[config.mk]
export PLATFORM = sky130hd
export DESIGN_NAME = fuse_strobe_seq
export DESIGN_NICKNAME = d
export VERILOG_FILES = /design/src/rtl/fseq_pkg.sv /design/src/rtl/fseq_capture.sv /design/src/rtl/fseq_counter.sv /design/src/rtl/fseq_ctrl.sv /design/src/rtl/fuse_strobe_seq.sv
export SDC_FILE = /design/constraint.sdc
export NUM_CORES = 1
export LEC_CHECK = 0
export CORE_MARGIN = 2
export CORE_UTILIZATION = 54
export CTS_CLUSTER_DIAMETER = 80
export DETAILED_ROUTE_END_ITERATION = 8
export DONT_BUFFER_PORTS = 1
export PLACE_DENSITY = 0.78
export SYNTH_ARGS = -nofsm -noshare
export SYNTH_HDL_FRONTEND = slang
export SYNTH_SLANG_ARGS = --single-unit
[constraint.sdc]
create_clock -name clk -period 5.63 [get_ports clk]
set_clock_uncertainty 0.15 [all_clocks]
set_input_delay 0.8445 -clock clk [delete_from_list [all_inputs] [get_ports clk]]
set_output_delay 0.8445 -clock clk [all_outputs]
set_load 0.05 [all_outputs]
[src/rtl/fseq_pkg.sv]
package fseq_pkg;

  typedef enum logic [2:0] {
    PH_IDLE  = 3'd0,
    PH_LEAD  = 3'd1,
    PH_ACT   = 3'd2,
    PH_TRAIL = 3'd3,
    PH_POST  = 3'd4,
    PH_DONE  = 3'd5
  } phase_t;

  function automatic int unsigned max2(input int unsigned a, input int unsigned b);
    return (a > b) ? a : b;
  endfunction

endpackage

[src/rtl/fseq_capture.sv]
module fseq_capture #(
  parameter int PROG_W  = 12,
  parameter int RELAX_W = 4,
  parameter int READ_W  = 6,
  parameter int CW      = 13
) (
  input  logic                              clk,
  input  logic                              rst,
  input  logic                              load,
  input  logic                              sel_prog,
  input  logic                              busy_now,
  input  logic [PROG_W+RELAX_W+READ_W-1:0]  timing_word,
  output logic [CW-1:0]                     live_relax_m1,
  output logic [CW-1:0]                     relax_m1,
  output logic [CW-1:0]                     act_m1
);
  localparam int RELAX_LSB = PROG_W;
  localparam int READ_LSB  = PROG_W + RELAX_W;

  logic [RELAX_W-1:0] f_relax;
  logic [PROG_W-1:0]  f_prog;
  logic [READ_W-1:0]  f_read;
  logic [RELAX_W-1:0] relax_q;
  logic [CW-1:0]      strobe_q;
  logic [CW-1:0]      strobe_sel;
  logic [CW-1:0]      span;
  logic [CW-1:0]      both_relax;

  // Field extraction from the packed word
  assign f_prog  = timing_word[PROG_W-1:0];
  assign f_relax = timing_word[RELAX_LSB +: RELAX_W];
  assign f_read  = timing_word[READ_LSB +: READ_W];

  assign strobe_sel    = sel_prog ? CW'(f_prog) : CW'(f_read);
  assign live_relax_m1 = CW'(f_relax);

  // Captured once per access
  always_ff @(posedge clk) begin
    if (rst) begin
      relax_q  <= '0;
      strobe_q <= '0;
    end else if (load) begin
      relax_q  <= f_relax;
      strobe_q <= strobe_sel;
    end
  end

  assign relax_m1   = CW'(relax_q);
  assign span       = strobe_q + CW'(1);
  assign both_relax = (CW'(relax_q) + CW'(1)) << 1;

  // Active length minus one, clamped to a single cycle
  always_comb begin
    if (span > both_relax)
      act_m1 = span - both_relax - CW'(1);
    else
      act_m1 = '0;
  end

  // captured counts hold still for the whole access
  assert_capture_held_R7: assert property (@(posedge clk) disable iff (rst)
    (busy_now && !load) |=> ($stable(relax_q) && $stable(strobe_q)));

endmodule

[src/rtl/fseq_counter.sv]
module fseq_counter #(
  parameter int CW = 13
) (
  input  logic          clk,
  input  logic          rst,
  input  logic          load,
  input  logic [CW-1:0] load_val,
  output logic          at_zero
);
  logic [CW-1:0] cnt_q;

  always_ff @(posedge clk) begin
    if (rst)
      cnt_q <= '0;
    else if (load)
      cnt_q <= load_val;
    else if (cnt_q != '0)
      cnt_q <= cnt_q - CW'(1);
  end

  assign at_zero = (cnt_q == '0);

  // Counter only moves downward unless reloaded
  assert_count_down_R3: assert property (@(posedge clk) disable iff (rst)
    (!load && cnt_q != '0) |=> (cnt_q == $past(cnt_q) - CW'(1)));

endmodule

[src/rtl/fseq_ctrl.sv]
module fseq_ctrl
  import fseq_pkg::*;
#(
  parameter int CW          = 13,
  parameter int POST_CYCLES = 3
) (
  input  logic          clk,
  input  logic          rst,
  input  logic          req_sense,
  input  logic          req_prog,
  input  logic          cnt_zero,
  input  logic [CW-1:0] live_relax_m1,
  input  logic [CW-1:0] relax_m1,
  input  logic [CW-1:0] act_m1,
  output logic          cap_load,
  output logic          sel_prog,
  output logic          cnt_load,
  output logic [CW-1:0] cnt_val,
  output logic          busy,
  output logic          strobe,
  output logic          fire,
  output logic          done
);
  localparam logic [CW-1:0] POST_M1 = (POST_CYCLES > 0) ? CW'(POST_CYCLES - 1) : '0;
  localparam bit HAS_POST = (POST_CYCLES > 0);

  phase_t ph_q, ph_d;
  logic   prog_q, prog_d;

  always_comb begin
    ph_d     = ph_q;
    prog_d   = prog_q;
    cap_load = 1'b0;
    cnt_load = 1'b0;
    cnt_val  = '0;
    sel_prog = !req_sense;
    unique case (ph_q)
      PH_IDLE: begin
        if (req_sense || req_prog) begin
          ph_d     = PH_LEAD;
          prog_d   = !req_sense;
          cap_load = 1'b1;
          cnt_load = 1'b1;
          cnt_val  = live_relax_m1;
        end
      end
      PH_LEAD: begin
        if (cnt_zero) begin
          ph_d     = PH_ACT;
          cnt_load = 1'b1;
          cnt_val  = act_m1;
        end
      end
      PH_ACT: begin
        if (cnt_zero) begin
          ph_d     = PH_TRAIL;
          cnt_load = 1'b1;
          cnt_val  = relax_m1;
        end
      end
      PH_TRAIL: begin
        if (cnt_zero) begin
          if (prog_q && HAS_POST) begin
            ph_d     = PH_POST;
            cnt_load = 1'b1;
            cnt_val  = POST_M1;
          end else begin
            ph_d = PH_DONE;
          end
        end
      end
      PH_POST: begin
        if (cnt_zero) ph_d = PH_DONE;
      end
      PH_DONE: ph_d = PH_IDLE;
      default: ph_d = PH_IDLE;
    endcase
  end

  // State and registered outputs, decoded from the next phase
  always_ff @(posedge clk) begin
    if (rst) begin
      ph_q   <= PH_IDLE;
      prog_q <= 1'b0;
      busy   <= 1'b0;
      strobe <= 1'b0;
      fire   <= 1'b0;
      done   <= 1'b0;
    end else begin
      ph_q   <= ph_d;
      prog_q <= prog_d;
      busy   <= (ph_d == PH_LEAD) || (ph_d == PH_ACT) ||
                (ph_d == PH_TRAIL) || (ph_d == PH_POST);
      strobe <= (ph_d == PH_LEAD) || (ph_d == PH_ACT) || (ph_d == PH_TRAIL);
      fire   <= (ph_d == PH_ACT);
      done   <= (ph_d == PH_DONE);
    end
  end

  assert_fire_in_window_R3: assert property (@(posedge clk) disable iff (rst)
    fire |-> strobe);

  assert_done_single_R5: assert property (@(posedge clk) disable iff (rst)
    done |=> !done);

  assert_done_after_busy_R5: assert property (@(posedge clk) disable iff (rst)
    done |-> (!busy && $past(busy)));

  assert_no_restart_R8: assert property (@(posedge clk) disable iff (rst)
    (ph_q != PH_IDLE && ph_q != PH_LEAD) |=> (ph_q != PH_LEAD));

  assert_sense_no_post_R6: assert property (@(posedge clk) disable iff (rst)
    (ph_q == PH_POST) |-> prog_q);

  assert_outputs_onehot_R3: assert property (@(posedge clk) disable iff (rst)
    $onehot0({done, busy}));

endmodule

[src/rtl/fuse_strobe_seq.sv]
module fuse_strobe_seq
  import fseq_pkg::*;
#(
  parameter int PROG_W      = 12,
  parameter int RELAX_W     = 4,
  parameter int READ_W      = 6,
  parameter int POST_CYCLES = 3
) (
  input  logic                             clk,
  input  logic                             rst,
  input  logic [PROG_W+RELAX_W+READ_W-1:0] timing_word,
  input  logic                             req_sense,
  input  logic                             req_prog,
  output logic                             busy,
  output logic                             strobe,
  output logic                             fire,
  output logic                             done
);
  localparam int SW = max2(PROG_W, READ_W);
  localparam int CW = max2(max2(SW + 1, RELAX_W + 2), $clog2(POST_CYCLES + 1) + 1);

  logic          cap_load;
  logic          sel_prog;
  logic          cnt_load;
  logic [CW-1:0] cnt_val;
  logic          cnt_zero;
  logic [CW-1:0] live_relax_m1;
  logic [CW-1:0] relax_m1;
  logic [CW-1:0] act_m1;

  fseq_capture #(
    .PROG_W (PROG_W),
    .RELAX_W(RELAX_W),
    .READ_W (READ_W),
    .CW     (CW)
  ) cap_i (
    .clk          (clk),
    .rst          (rst),
    .load         (cap_load),
    .sel_prog     (sel_prog),
    .busy_now     (busy),
    .timing_word  (timing_word),
    .live_relax_m1(live_relax_m1),
    .relax_m1     (relax_m1),
    .act_m1       (act_m1)
  );

  fseq_counter #(.CW(CW)) cnt_i (
    .clk     (clk),
    .rst     (rst),
    .load    (cnt_load),
    .load_val(cnt_val),
    .at_zero (cnt_zero)
  );

  fseq_ctrl #(
    .CW         (CW),
    .POST_CYCLES(POST_CYCLES)
  ) ctrl_i (
    .clk          (clk),
    .rst          (rst),
    .req_sense    (req_sense),
    .req_prog     (req_prog),
    .cnt_zero     (cnt_zero),
    .live_relax_m1(live_relax_m1),
    .relax_m1     (relax_m1),
    .act_m1       (act_m1),
    .cap_load     (cap_load),
    .sel_prog     (sel_prog),
    .cnt_load     (cnt_load),
    .cnt_val      (cnt_val),
    .busy         (busy),
    .strobe       (strobe),
    .fire         (fire),
    .done         (done)
  );

  assert_busy_falls_with_done_R5: assert property (@(posedge clk) disable iff (rst)
    $fell(busy) |-> done);

endmodule

==> out/metrics.yaml <==
place:
  place_ws_ps: 2620
  dp_hpwl_um: 4340
  placed_cells: 360
  gp_congestion: 0.907
  io_buffer_count: 0
sta:
  setup_tns_ps: 0
  period_minus_slack_ps: 3060
  slew_headroom_pct: 34.9
  grt_setup_unrepaired: "false"
  whs_ps: 318
  setup_viol: 0
  final_hold_viol_count: 0
  slew_viol_final: 0
  timing.final.ws_setup_ps: 2570
  clock.fmax_ghz: 0.327
  min_period_over_period_pct: 54.4
  worst_pin_slew_ps: 977
synthesis:
  syn-cell-area_mm2: 0.00260
  ys_ff_latch: 37
  synth_ff_type: "dfxtp_1"
  avgSynthCellArea_um2: 8.06
  synth-edff-count: 0
  seq_area_frac_synth_pct: 28.5
  yosysUniqueCellTypes: 62
  syn_inst: 323
  yosys_warnings: 0
  synth_nets: 359
  async_flop_share_pct: 0
clocking:
  ctsHoldBuffers: 0
  insertion_delay_ps: 300
  cts_buffers: 5
  cts_sinks: 37
  root_buffer: "clkbuf_8"
  cts_resized: 0
  htreeDepth: 2
  cts_tree: "yes"
  clockBufferDepth: 2
  postCtsSetupBuffers: 0
  cts.clk_slew.worst_paths_ps: 70
setup_path:
  crit_chain: "nand4_4 > nor2_1 > xor2_1 > ha_1 > a21oi_1 > a21bo_2 > or4b_1 > a31oi_1 > o21ai_0"
  crit_family: "compound AO/OA/AOI/OAI gates"
  worst-path-max-fanout: 9
  critPathLaunchType: "flip-flop"
  cp_num_buf_inv: 0
  worstPathArrival_ps: 3090
  crit_required_ps: 5650
  cp_slowest_stage_delay_ps: 500
  cpMaxStageDelayCell: "dfxtp_1"
  crit_path_end_kind: "flip-flop"
  criticalPathCategory: "reg -> reg"
run:
  drv_cap: 0
grt:
  grtUsageMet3_pct: 5.08
  grt_pass1_wl_um: 9940
  grt_pass1_vias: 2113
  grt_max_degree: 30
  grt_usage_pct: 23.8
  grt-busiest-layer: "met2"
  antenna_found_initial: 0
  met1_usage_pct: 31.1
  met2_usage_pct: 38.3
  grt_overflow: 0
pwr:
  p_leak_nw: 1.02
  p_comb_share_pct: 54.9
  power_density_mw_per_mm2: 548
  clock_power_share_pct: 14.1
  switching_share_pct: 46.5
  switchingPower_mw: 0.688
  p_seq_share_pct: 31.0
  internal_power_mw: 0.792
  ir_worst_vdd_v: 0.000255
  total_power_mw: 1.48
floorplanning:
  die_h_um: 73.4
  start_util_pct: 55.5
  die_w_um: 73.4
  rows: 25
  die_area_mm2: 0.00539
  io-pin-count: 30
  core_area_mm2: 0.00469
drt:
  vias: 2314
  postRouteAntennaNets: 0
  drt-pass1-iter-count: 4
  drc: 0
  drt_iter0_markers: 150
  wirelength_um: 5850
  routedWlPerCell_um: 15.9
  viasPerCell: 6.29
final_layout:
  syn2layout_area_growth_pct: 3.80
  multi_input_area_mm2: 0.00175
  n_antenna_cell: 0
  finalNonFillerCells: 368
  drive_above_1_share_pct: 7.64
  mostFrequentLayoutCell: "dfxtp_1"
  final_cell_mix: "dfxtp_1 (37), nand2_1 (31), nor2_1 (31)"
  fillers: 419
  final_nets: 349
  seqCellArea_um2: 741
min_path:
  hp-class: "reg -> reg"
outcome:
  status: "finished, final reports clean"
[cells by family (layout without fill, tap and decap cells)]
logic type	after synthesis	after routing	synth area share, %
adder cells (fa/ha/maj)	10	10	4.81
XOR/XNOR	24	24	8.08
AND/OR/NAND/NOR	133	133	28.5
flip-flops	37	37	28.5
buffers and inverters	27	18	4.28
AO/OA/AOI/OAI	84	84	22.8
multiplexers	8	8	3.13
[per-layer routing]
metal,routed length [um],vias to the layer above
met5,0,-
met4,110,0
met3,298,11
met2,2810,69
met1,2630,1075
li1,-,1159
[worst register-to-register path: stages (launching register included)]
cell and delay (ps):
dfxtp_1 500, nand4_4 230, nor2_1 180, xor2_1 170, ha_1 290, a21oi_1 390
a21bo_2 320, or4b_1 470, a31oi_1 170, o21ai_0 80
[path summary, 6_finish.rpt]
check                           slack (ps)               from  cells past startpoint               end
worst max-delay path                  2570  cap_i.strobe_q[0]                      9   cnt_i.cnt_q[12]
worst min-delay path                   320   cap_i.relax_q[3]                      2  cap_i.relax_q[3]
worst max register to register        2570  cap_i.strobe_q[0]                      9   cnt_i.cnt_q[12]
worst min register to register         320   cap_i.relax_q[3]                      2  cap_i.relax_q[3]
[through the flow]
stage / utilization, % / instance area (um2)
final: 57.6 / 2700
after global routing: 57.6 / 2700
after CTS: 57.6 / 2700
after detailed placement: 55.4 / 2600
after global placement: 55.4 / 2600
after floorplan: - / 2600
[registers in the layout, summed over array words and instances (netlist names)]
name and flops:
cap_i.relax_q 4, cap_i.strobe_q 12, cnt_i.cnt_q 13, ctrl_i.busy 1
ctrl_i.done 1, ctrl_i.fire 1, ctrl_i.ph_q 3, ctrl_i.prog_q 1
ctrl_i.strobe 1
[Yosys cell counts, drive strengths merged, types with 3 or more instances]
| cell type | number | area, um2 |
|---|---|---|
| nand2 | 31 | 116 |
| or4 | 4 | 37.5 |
| ha | 10 | 125 |
| and3 | 4 | 25.0 |
| o31ai | 3 | 22.5 |
| mux2i | 7 | 70.1 |
| a211oi | 8 | 60.1 |
| o21ai | 18 | 105 |
| clkbuf | 13 | 48.8 |
| a21oi | 21 | 105 |
| or3 | 7 | 43.8 |
| xnor2 | 11 | 96.3 |
| nand3 | 8 | 40.0 |
| xor2 | 13 | 114 |
| nor2 | 31 | 116 |
| nand3b | 7 | 52.6 |
| dfxtp | 37 | 741 |
| nor2b | 4 | 25.0 |
| nor4 | 4 | 25.0 |
| nand4 | 6 | 67.6 |
| and2 | 7 | 43.8 |
| buf | 5 | 28.8 |
| nand2b | 3 | 18.8 |
| nor3 | 11 | 65.1 |
| a32oi | 3 | 26.3 |
| o21a | 5 | 37.5 |
| inv | 9 | 33.8 |
[cell type report]
type                    instances  area share, %
multi-input cells             259           64.8
flip-flops and latches         37           27.4
clock buffers                   7           3.57
well taps                      54           2.50
inverters                       9           1.25
repair buffers                  1          0.278
clock inverters                 1          0.185
[power by group through the flow]
stage / clock [mW] / combinational (mW) / sequential (mW)
floorplan: 0 / 0.681 / 0.426
global placement: 0 / 0.782 / 0.455
CTS: 0.210 / 0.806 / 0.457
detailed placement: 0 / 0.798 / 0.463
finish: 0.209 / 0.813 / 0.458
global route: 0.221 / 0.914 / 0.472
No activity file was read; power rests on OpenSTA's default activity.
